**config.mk**
```make
export PLATFORM = sky130hd
export DESIGN_NAME = mode_alu
export DESIGN_NICKNAME = d
export VERILOG_FILES = /design/src/rtl/alu_pkg.sv /design/src/rtl/alu_logic.sv /design/src/rtl/alu_operand.sv /design/src/rtl/alu_ripple.sv /design/src/rtl/mode_alu.sv
export SDC_FILE = /design/constraint.sdc
export NUM_CORES = 1
export LEC_CHECK = 0
export BUFFER_PORTS_ARGS = -buffer_cell sky130_fd_sc_hd__buf_2
export CORE_AREA = 2 2 39 41
export DETAILED_ROUTE_END_ITERATION = 10
export DIE_AREA = 0 0 41 43
export PLACE_DENSITY = 0.66
export REMOVE_ABC_BUFFERS = 1
export SETUP_SLACK_MARGIN = 0.4
export SLEW_MARGIN = 20
export SYNTH_ARGS = -nofsm -noshare
export SYNTH_HDL_FRONTEND = slang
export SYNTH_HIERARCHICAL = 1
export SYNTH_SLANG_ARGS = --single-unit
```
**constraint.sdc**
```tcl
create_clock -name vclk -period 6.4
set_clock_uncertainty 0.1 [all_clocks]
set_input_delay 0.96 -clock vclk [all_inputs]
set_output_delay 0.96 -clock vclk [all_outputs]
set_load 0.005 [all_outputs]
```
**src/rtl/alu_pkg.sv**
```systemverilog
package alu_pkg;

    // Function select code {sel_hi, sel_lo}; name gives arithmetic / logic meaning
    typedef enum logic [1:0] {
        FN_PASS_AND  = 2'b00,
        FN_ADD_OR    = 2'b01,
        FN_AMB_XOR   = 2'b10,
        FN_BMA_XNOR  = 2'b11
    } fn_sel_e;

    typedef enum logic {
        GRP_LOGIC = 1'b0,
        GRP_ARITH = 1'b1
    } grp_e;

endpackage

```
**src/rtl/alu_logic.sv**
```systemverilog
module alu_logic
    import alu_pkg::*;
#(
    parameter int WIDTH = 4
) (
    input  logic [WIDTH-1:0] a,
    input  logic [WIDTH-1:0] b,
    input  fn_sel_e          sel,
    output logic [WIDTH-1:0] y
);

    logic [WIDTH-1:0] y_d;

    always_comb begin
        unique case (sel)
            FN_PASS_AND: y_d = a & b;
            FN_ADD_OR:   y_d = a | b;
            FN_AMB_XOR:  y_d = a ^ b;
            default:     y_d = ~(a ^ b);
        endcase
    end

    assign y = y_d;

endmodule

```
**src/rtl/alu_operand.sv**
```systemverilog
module alu_operand
    import alu_pkg::*;
#(
    parameter int WIDTH = 4
) (
    input  logic [WIDTH-1:0] a,
    input  logic [WIDTH-1:0] b,
    input  fn_sel_e          sel,
    output logic [WIDTH-1:0] x,
    output logic [WIDTH-1:0] y
);

    localparam logic [WIDTH-1:0] ALL_ZERO = '0;

    typedef struct packed {
        logic [WIDTH-1:0] x;
        logic [WIDTH-1:0] y;
    } opnd_t;

    opnd_t opnd_d;

    always_comb begin
        opnd_d.x = a;
        opnd_d.y = ALL_ZERO;
        unique case (sel)
            FN_PASS_AND: begin
                opnd_d.x = a;
                opnd_d.y = ALL_ZERO;
            end
            FN_ADD_OR: begin
                opnd_d.x = a;
                opnd_d.y = b;
            end
            FN_AMB_XOR: begin
                opnd_d.x = a;
                opnd_d.y = ~b;
            end
            default: begin
                opnd_d.x = ~a;
                opnd_d.y = b;
            end
        endcase
    end

    assign x = opnd_d.x;
    assign y = opnd_d.y;

endmodule

```
**src/rtl/alu_ripple.sv**
```systemverilog
module alu_ripple #(
    parameter int WIDTH = 4
) (
    input  logic [WIDTH-1:0] x,
    input  logic [WIDTH-1:0] y,
    input  logic             cin,
    output logic [WIDTH-1:0] sum,
    output logic             cout
);

    logic [WIDTH:0] chain;

    assign chain[0] = cin;

    for (genvar i = 0; i < WIDTH; i++) begin : g_bit
        logic p_bit;
        logic g_bit_w;
        assign p_bit        = x[i] ^ y[i];
        assign g_bit_w      = x[i] & y[i];
        assign sum[i]       = p_bit ^ chain[i];
        assign chain[i+1]   = g_bit_w | (p_bit & chain[i]);
    end

    assign cout = chain[WIDTH];

endmodule

```
**src/rtl/mode_alu.sv**
```systemverilog
module mode_alu
    import alu_pkg::*;
#(
    parameter int WIDTH = 4
) (
    input  logic [WIDTH-1:0] a,
    input  logic [WIDTH-1:0] b,
    input  logic             mode,
    input  logic             sel_hi,
    input  logic             sel_lo,
    input  logic             carry_in,
    output logic [WIDTH-1:0] result,
    output logic             carry_flag,
    output logic             zero_flag
);

    localparam int SUMW = WIDTH + 1;

    typedef struct packed {
        logic [WIDTH-1:0] f;
        logic             carry;
        logic             zero;
    } alu_out_t;

    fn_sel_e          sel;
    grp_e             grp;
    logic [WIDTH-1:0] logic_y;
    logic [WIDTH-1:0] opx;
    logic [WIDTH-1:0] opy;
    logic [WIDTH-1:0] sum;
    logic             cout;
    alu_out_t         out_d;

    assign sel = fn_sel_e'({sel_hi, sel_lo});
    assign grp = grp_e'(mode);

    alu_logic #(.WIDTH(WIDTH)) u_logic (
        .a   (a),
        .b   (b),
        .sel (sel),
        .y   (logic_y)
    );

    alu_operand #(.WIDTH(WIDTH)) u_operand (
        .a   (a),
        .b   (b),
        .sel (sel),
        .x   (opx),
        .y   (opy)
    );

    alu_ripple #(.WIDTH(WIDTH)) u_adder (
        .x    (opx),
        .y    (opy),
        .cin  (carry_in),
        .sum  (sum),
        .cout (cout)
    );

    // Output selector and flag forming
    always_comb begin
        if (grp == GRP_ARITH) begin
            out_d.f     = sum;
            out_d.carry = cout;
            out_d.zero  = ~|sum;
        end else begin
            out_d.f     = logic_y;
            out_d.carry = 1'b0;
            out_d.zero  = 1'b0;
        end
    end

    assign result     = out_d.f;
    assign carry_flag = out_d.carry;
    assign zero_flag  = out_d.zero;

    // Checks across the separately built pieces
    always_comb begin
        if (mode == 1'b0) begin
            AST_LOGIC_FLAGS_CLEAR: assert (!carry_flag && !zero_flag);
        end
        if (mode && ({sel_hi, sel_lo} == 2'b00) && !carry_in) begin
            AST_PASS_KEEPS_A: assert (result == a && !carry_flag);
        end
        if (mode && ({sel_hi, sel_lo} == 2'b10) && carry_in && (a == b)) begin
            AST_SELF_SUB_ZERO: assert (zero_flag && carry_flag);
        end
        if (mode) begin
            AST_RIPPLE_MATCHES_SUM: assert ({carry_flag, result} ==
                SUMW'({1'b0, opx} + {1'b0, opy} + SUMW'(carry_in)));
        end
        if (mode && zero_flag) begin
            AST_ZERO_MEANS_EMPTY: assert (result == '0);
        end
        if (!mode && ({sel_hi, sel_lo} == 2'b11)) begin
            AST_XNOR_OPPOSES_XOR: assert ((result ^ a ^ b) == {WIDTH{1'b1}});
        end
    end

endmodule

```
# Word level (Yosys, flattened, before mapping)

Index checks and enable logic that the tools add are counted.

Register bits after elaboration: 0

Equality and inequality tests: 2
Multiplexer cells: 3
Bitwise gates (word level): 26
Reduce and logical (&&, ||, !) cells: 3

Operator list:

| kind                                                                   | count |
|---|---|
| 8-bit case mux with 3 select lines                                     | 1 |
| 4-bit inverter                                                         | 3 |
| 4-bit case mux with 3 select lines                                     | 1 |
| 1-bit bitwise AND                                                      | 8 |
| 1-bit XOR                                                              | 8 |
| 6-bit 2-to-1 mux                                                       | 1 |
| 4-bit bitwise AND                                                      | 1 |
| 1-bit OR                                                               | 4 |
| 4-bit OR                                                               | 1 |
| 4-bit OR reduction                                                     | 1 |
| 4-bit XOR                                                              | 1 |
| 2-bit by 1-bit equality test with 1-bit output (second input constant) | 1 |
| 2-bit equality test (second input constant)                            | 1 |
| 2-bit logical NOT                                                      | 1 |
| 1-bit logical NOT                                                      | 1 |

# Depth between registers and ports, before layout

Gate-level depths: netlist (run 1).

Depth in word-level cells: 13
Depth in mapped cells: 11
Mapped depth without buffers: 11

# Hierarchy

The synthesis (run 1) kept the hierarchy.

Modules (own cells, without submodules):

| module      | instances | cells an instance | area each (um2) | sequential area each (um2) |
|---|---|---|---|---|
| alu_logic   | 1         | 37                | 256.5           | 0.0 |
| alu_ripple  | 1         | 14                | 117.6           | 0.0 |
| alu_operand | 1         | 14                | 90.1            | 0.0 |
| mode_alu    | 1         | 7                 | 71.3            | 0.0 |

# Least setup slack after synthesis (run 1)

Ideal clock, no wire load.

Kind: input to output
Start point: in sel_lo
End point: out result[3]
Arrival: 2.862 ns
Slack: 2.478 ns
Stages on the path: 11
Buffers on the path: 0
Path through: nand2b_4 -> o21ai_1 -> inv_1 -> fa_1 -> inv_1 -> fa_1 -> fa_1 -> inv_1 -> fa_1 -> inv_1 -> mux2_2

Word-level cells in the longest chain between the ends: 11
Elaborated cells on any way between the ends: 20

Ends and longest elaborated chain:

| what                                        | line              | source |
|---|---|---|
| start: declaration                          | mode_alu.sv:10    | `input logic sel_lo,` |
| 2-bit equality test (tied with other cells) | alu_operand.sv:25 | `unique case (sel)` |
| 8-bit case mux with 3 select lines (*)      | alu_operand.sv:25 |  |
| named net opy[0]                            | mode_alu.sv:29    | `logic [WIDTH-1:0] opy;` |
| 1-bit XOR                                   | alu_ripple.sv:18  | `assign p_bit = x[i] ^ y[i];` |
| 1-bit bitwise AND                           | alu_ripple.sv:21  | `assign chain[i+1] = g_bit_w \| (p_bit & chain[i]);` |
| 1-bit OR (*)                                | alu_ripple.sv:21  |  |
| 1-bit bitwise AND (*)                       | alu_ripple.sv:21  |  |
| 1-bit OR (*)                                | alu_ripple.sv:21  |  |
| 1-bit bitwise AND (*)                       | alu_ripple.sv:21  |  |
| 1-bit OR (*)                                | alu_ripple.sv:21  |  |
| 1-bit XOR (*)                               | alu_ripple.sv:20  | `assign sum[i] = p_bit ^ chain[i];` |
| named net sum[3]                            | mode_alu.sv:30    | `logic [WIDTH-1:0] sum;` |
| 6-bit 2-to-1 mux (*)                        | mode_alu.sv:62    | `if (grp == GRP_ARITH) begin` |
| end: declaration                            | mode_alu.sv:12    | `output logic [WIDTH-1:0] result,` |

The timed path passes the listed nets; every way through them passes the cells marked *.

# Final worst setup path (run 1)

Start point: in sel_lo
End point: out result[3]

Word-level cells in the longest chain between the ends: 11
Elaborated cells on any way between the ends: 20

Ends and longest elaborated chain:

| what                                        | line              | source |
|---|---|---|
| 2-bit equality test (tied with other cells) | alu_operand.sv:25 |  |
| 8-bit case mux with 3 select lines (*)      | alu_operand.sv:25 |  |
| named net opx[0]                            | mode_alu.sv:28    | `logic [WIDTH-1:0] opx;` |
| 1-bit XOR                                   | alu_ripple.sv:18  |  |
| 1-bit bitwise AND                           | alu_ripple.sv:21  |  |
| 1-bit OR (*)                                | alu_ripple.sv:21  |  |
| 1-bit bitwise AND (*)                       | alu_ripple.sv:21  |  |
| 1-bit OR (*)                                | alu_ripple.sv:21  |  |
| 1-bit bitwise AND (*)                       | alu_ripple.sv:21  |  |
| 1-bit OR (*)                                | alu_ripple.sv:21  |  |
| 1-bit XOR (*)                               | alu_ripple.sv:20  |  |
| named net sum[3]                            | mode_alu.sv:30    |  |
| 6-bit 2-to-1 mux (*)                        | mode_alu.sv:62    |  |

Marked as above.

==> flow_summary.json, run 1 <==
{
  "synth_xor_area_share_pct": 13.1,
  "die_x_um": 41,
  "drtIter0Drc": 1,
  "fin_nets": 115,
  "synth_compound_gate_area_share_pct": 11.0,
  "syn_to_final_growth_pct": 18.5,
  "seq_area_um2": 0,
  "slew_headroom_pct": 79.2,
  "cap_violations": 0,
  "yosys.area.top_type_share_pct": 18.7,
  "critPathKind": "primary input to output pin",
  "worst_hold_path_type": "primary input to output pin",
  "hpwl_um": 832,
  "gp_congestion": 0.744,
  "multi_input_area_um2": 457,
  "vias": 494,
  "synth_adder_area_share_pct": 33.6,
  "grt_util_all_layers_pct": 12.2,
  "synthCells": 72,
  "critPathArrivalTime_ns": 3.41,
  "synth_top_family_by_area": "adder cells",
  "core_area_um2": 1380,
  "min_period_ns": 4.47,
  "diodes": 0,
  "drtPass1Iterations": 4,
  "cp_max_fo": 18,
  "irDropWorstVdd_uv": 38.5,
  "vias_per_cell": 4.70,
  "slew_violations": 0,
  "rsz0062_at_grt": "no",
  "grt_pass1_vias": 406,
  "dpl_cell_area_um2": 634,
  "total_power_uw": 57.1,
  "grt_max_degree": 19,
  "outcome": "finished clean",
  "fmax_mhz": 224,
  "fin_crit_sh_pct": 69.8,
  "synth_area_leaders": "ha_1 19%, fa_1 15%, inv_1 13%, mux2_2 8.4%, xnor2_1 8.2%",
  "crit_required_ns": 5.34,
  "tns_ns": 0,
  "synth_mux_area_share_pct": 8.41,
  "std_cell_rows": 14,
  "cts_resized": 0,
  "nClkBuffers": 0,
  "drt_wl_total_um": 964,
  "antenna_found_initial": 0,
  "synth_simple_gate_area_share_pct": 19.2,
  "yosysSeqAreaShare_pct": 0,
  "power.leakage_nw": 0.362,
  "drcViolationCount": 0,
  "netlist_area_um2": 536,
  "port_buffers": 18,
  "power_density_nw_per_um2": 90.0,
  "routedWlPerCell_um": 9.18,
  "startpoint_type": "primary input",
  "grt-ovfl-total": 0,
  "cp-end-kind": "output pin",
  "ys_warn_count": 6,
  "die_h_um": 43,
  "yosysTopAreaCell": "ha_1",
  "hold_viol": 0,
  "die_area_um2": 1760,
  "drtAntennaViolNets": 0,
  "drive_gt1_share_pct": 30.3,
  "cts_hold_buffers": 0,
  "finalInstanceArea_um2": 634,
  "synth.avg_cell_area_um2": 7.44,
  "ios": 18,
  "initial_core_util_pct": 38.7,
  "tightest_slew_ns": 0.311,
  "grt_pass1_wl_um": 1590,
  "num-fill-cells": 148,
  "setup_viol": 0,
  "postCtsSetupBuffers": 0,
  "seq_cells": 0,
  "synth.distinct_cells": 20
}
[power breakdown]
part / internal, mW / switching (mW) / leakage [nW]
combinational: 0.0281 / 0.0290 / 0.362
sequential: 0 / 0 / 0
clock: 0 / 0 / 0
[path summary, 6_finish.rpt]
kind / endpoint / cells after the start / slack [ns] / startpoint
max: result[3] / 13 / 1.93 / sel_lo
min: zero_flag / 4 / 2.21 / mode
[Yosys cell counts]
cell      number
a21oi_1        1
and2_2         1
and2b_1        1
buf_6          1
fa_1           4
ha_1           8
inv_1         18
mux2_2         4
nand2_1       10
nand2_2        1
nand2b_1       1
nand2b_4       1
nor2b_1        1
nor3_1         1
nor4_2         1
o21ai_0        5
o21ai_1        4
o21ai_2        1
xnor2_1        5
xor2_1         3
[placed cells by master, fill, tap and decap left out, drive strengths merged]
cell type	count
nor3	1
nand2b	2
xor2	3
nor2b	1
xnor2	5
and2	1
and2b	1
buf	18
a21oi	1
mux2	4
ha	8
o21ai	10
fa	4
inv	18
nor4	1
nand2	11
[through the flow]
step	hold slack (ns)	std cells	utilization, %	setup WS (ns)
2_1_floorplan	1.92	71	-	2.48
3_3_place_gp	2.21	105	45.8	1.95
3_5_place_dp	2.21	105	45.8	1.93
4_1_cts	2.21	105	45.8	1.92
5_1_grt	2.24	105	45.8	1.75
6_report	2.21	105	45.8	1.93
[final cells by class]
cell class	instances	area share, %
inverters	18	10.7
multi-input cells	53	72.0
well taps	16	3.16
repair buffers	18	14.2
[routing by layer]
layer	track usage (%)	part of all wire, %	up-vias
li1	-	-	254
met1	16.2	42	230
met2	21.9	53	10
met3	0.524	5.0	0
met4	0	0	0
met5	0	0	-
[critical path: stages]
cell and delay, ns:
buf_2 0.28, nand2_2 0.16, xnor2_1 0.15, inv_1 0.07, fa_1 0.16, inv_1 0.04
fa_1 0.38, fa_1 0.36, inv_1 0.07, fa_1 0.40, inv_1 0.11, mux2_2 0.15
buf_2 0.10
[kinds of logic (layout without fill, tap and decap cells)]
logic type      Yosys count  count (layout)
compound gates           11              11
xor+xnor                  8               8
simple gates             18              18
fa+ha+maj                12              12
mux                       4               4
buf+inv                  19              36
No activity file was read; power rests on OpenSTA's default activity.
==> run 2: changes to the inputs <==
==> constraint.sdc (replaced) <==
create_clock -name vclk -period 4.6
set_clock_uncertainty 0.1 [all_clocks]
set_input_delay 0.69 -clock vclk [all_inputs]
set_output_delay 0.69 -clock vclk [all_outputs]
set_load 0.005 [all_outputs]
==> run 2 against run 1 <==
Final area unchanged. Total power grew 38%. Final cell count unchanged. Critical endpoint unchanged. Combinational power is 38% higher. Worst setup slack got worse by 1.3 ns. Clock-buffer cell count stayed put. First-iteration DRC count rose to 6.0 times the previous value. Sequential cell count unchanged. Non-clock buffer count unchanged. Worst hold slack worse by 0.54 ns. Critical path depth stayed put. Core utilization unchanged.
==> flow_summary.json, run 2 (synthesized netlist as in run 1, its figures left out) <==
{
  "outcome": "finished clean",
  "vias_per_cell": 4.45,
  "cts_hold_buffers": 0,
  "startpoint_type": "primary input",
  "die_area_um2": 1760,
  "seq_cells": 0,
  "syn_to_final_growth_pct": 18.5,
  "rsz0062_at_grt": "no",
  "slew_violations": 0,
  "slew_headroom_pct": 79.4,
  "worst-path-stages": 13,
  "vias": 467,
  "grt_util_all_layers_pct": 11.6,
  "diodes": 0,
  "worstSetupEndpoint": "result[3]",
  "ios": 18,
  "initial_core_util_pct": 38.7,
  "port_buffers": 18,
  "cp_max_fo": 18,
  "startpoint": "sel_lo",
  "hold_viol": 0,
  "drcViolationCount": 0,
  "worstPathCellList": "buf_2 -> nand2_2 -> xnor2_1 -> inv_1 -> fa_1 -> inv_1 -> fa_1 -> fa_1 -> inv_1 -> fa_1 -> inv_1 -> mux2_2 -> buf_2",
  "total_power_uw": 78.9,
  "routedWlPerCell_um": 8.86,
  "die_x_um": 41,
  "seq_area_um2": 0,
  "die_h_um": 43,
  "postCtsSetupBuffers": 0,
  "setup_viol": 0,
  "core_area_um2": 1380,
  "final_cell_mix": "18 x buf_2, 18 x inv_1, 10 x nand2_1",
  "fmax_mhz": 255,
  "critPathArrivalTime_ns": 3.14,
  "crit_family": "adder cells",
  "cts_resized": 0,
  "drt_wl_total_um": 930,
  "slowest_delay_ns": 0.41,
  "fin_crit_sh_pct": 85.4,
  "tightest_slew_ns": 0.309,
  "power_density_nw_per_um2": 124,
  "crit_slowest_cell": "fa_1",
  "grt-ovfl-total": 0,
  "drtPass1Iterations": 4,
  "fin_nets": 115,
  "irDropWorstVdd_uv": 53.0,
  "cap_violations": 0,
  "grt_pass1_vias": 386,
  "drtAntennaViolNets": 0,
  "antenna_found_initial": 0,
  "hpwl_um": 830,
  "worst_hold_path_type": "primary input to output pin",
  "nClkBuffers": 0,
  "place_ws_ns": 0.663,
  "drive_gt1_share_pct": 30.3,
  "worst_slack_ns": 0.671,
  "tns_ns": 0,
  "drtIter0Drc": 6,
  "holdWs_ns": 1.67,
  "grt_pass1_wl_um": 1500,
  "power.leakage_nw": 0.362,
  "std_cell_rows": 14,
  "crit_required_ns": 3.81,
  "min_period_ns": 3.93,
  "cp-end-kind": "output pin",
  "gp_congestion": 0.729,
  "cp_num_buf_inv": 6,
  "critPathKind": "primary input to output pin",
  "grt_max_degree": 19
}
run 2: cell counts in the layout (fill, tap and decap cells not counted):
No cell type changed its count.
run 2: layer usage:
layer / GRT usage [%] / share of wire, %
met5: 0 / 0
met4: 0 / 0
met3: 0 / 4.2
met2: 21.3 / 50
met1: 15.2 / 45
run 2: worst min-delay path by stage:
stage | depth (start not counted) | slack, ns | to | start
2_1_floorplan | 2 | 1.38 | zero_flag | mode
3_3_place_gp | 4 | 1.67 | zero_flag | mode
3_5_place_dp | 4 | 1.67 | zero_flag | mode
4_1_cts | 4 | 1.67 | zero_flag | mode
5_1_grt | 4 | 1.69 | zero_flag | mode
6_report | 4 | 1.67 | zero_flag | mode
run 2: per-stage QoR:
| step | instance area (µm²) | util (%) | std cells |
|---|---|---|---|
| after floorplan | 524 | - | 71 |
| after CTS | 634 | 45.8 | 105 |
| after global routing | 634 | 45.8 | 105 |
| final | 634 | 45.8 | 105 |
| after global placement | 634 | 45.8 | 105 |
| after detailed placement | 634 | 45.8 | 105 |
run 2: area by class of cell:
cell class / count / area (µm²)
fill: 146 / 749
inverter: 18 / 67.6
multi-input combinational: 53 / 457
tap: 16 / 20.0
timing repair buffer: 18 / 90.1
run 2: where the power goes:
group	total (mW)	switching (mW)	internal, mW	leakage (nW)
clock	0	0	0	0
sequential	0	0	0	0
combinational	0.0789	0.0398	0.0390	0.362
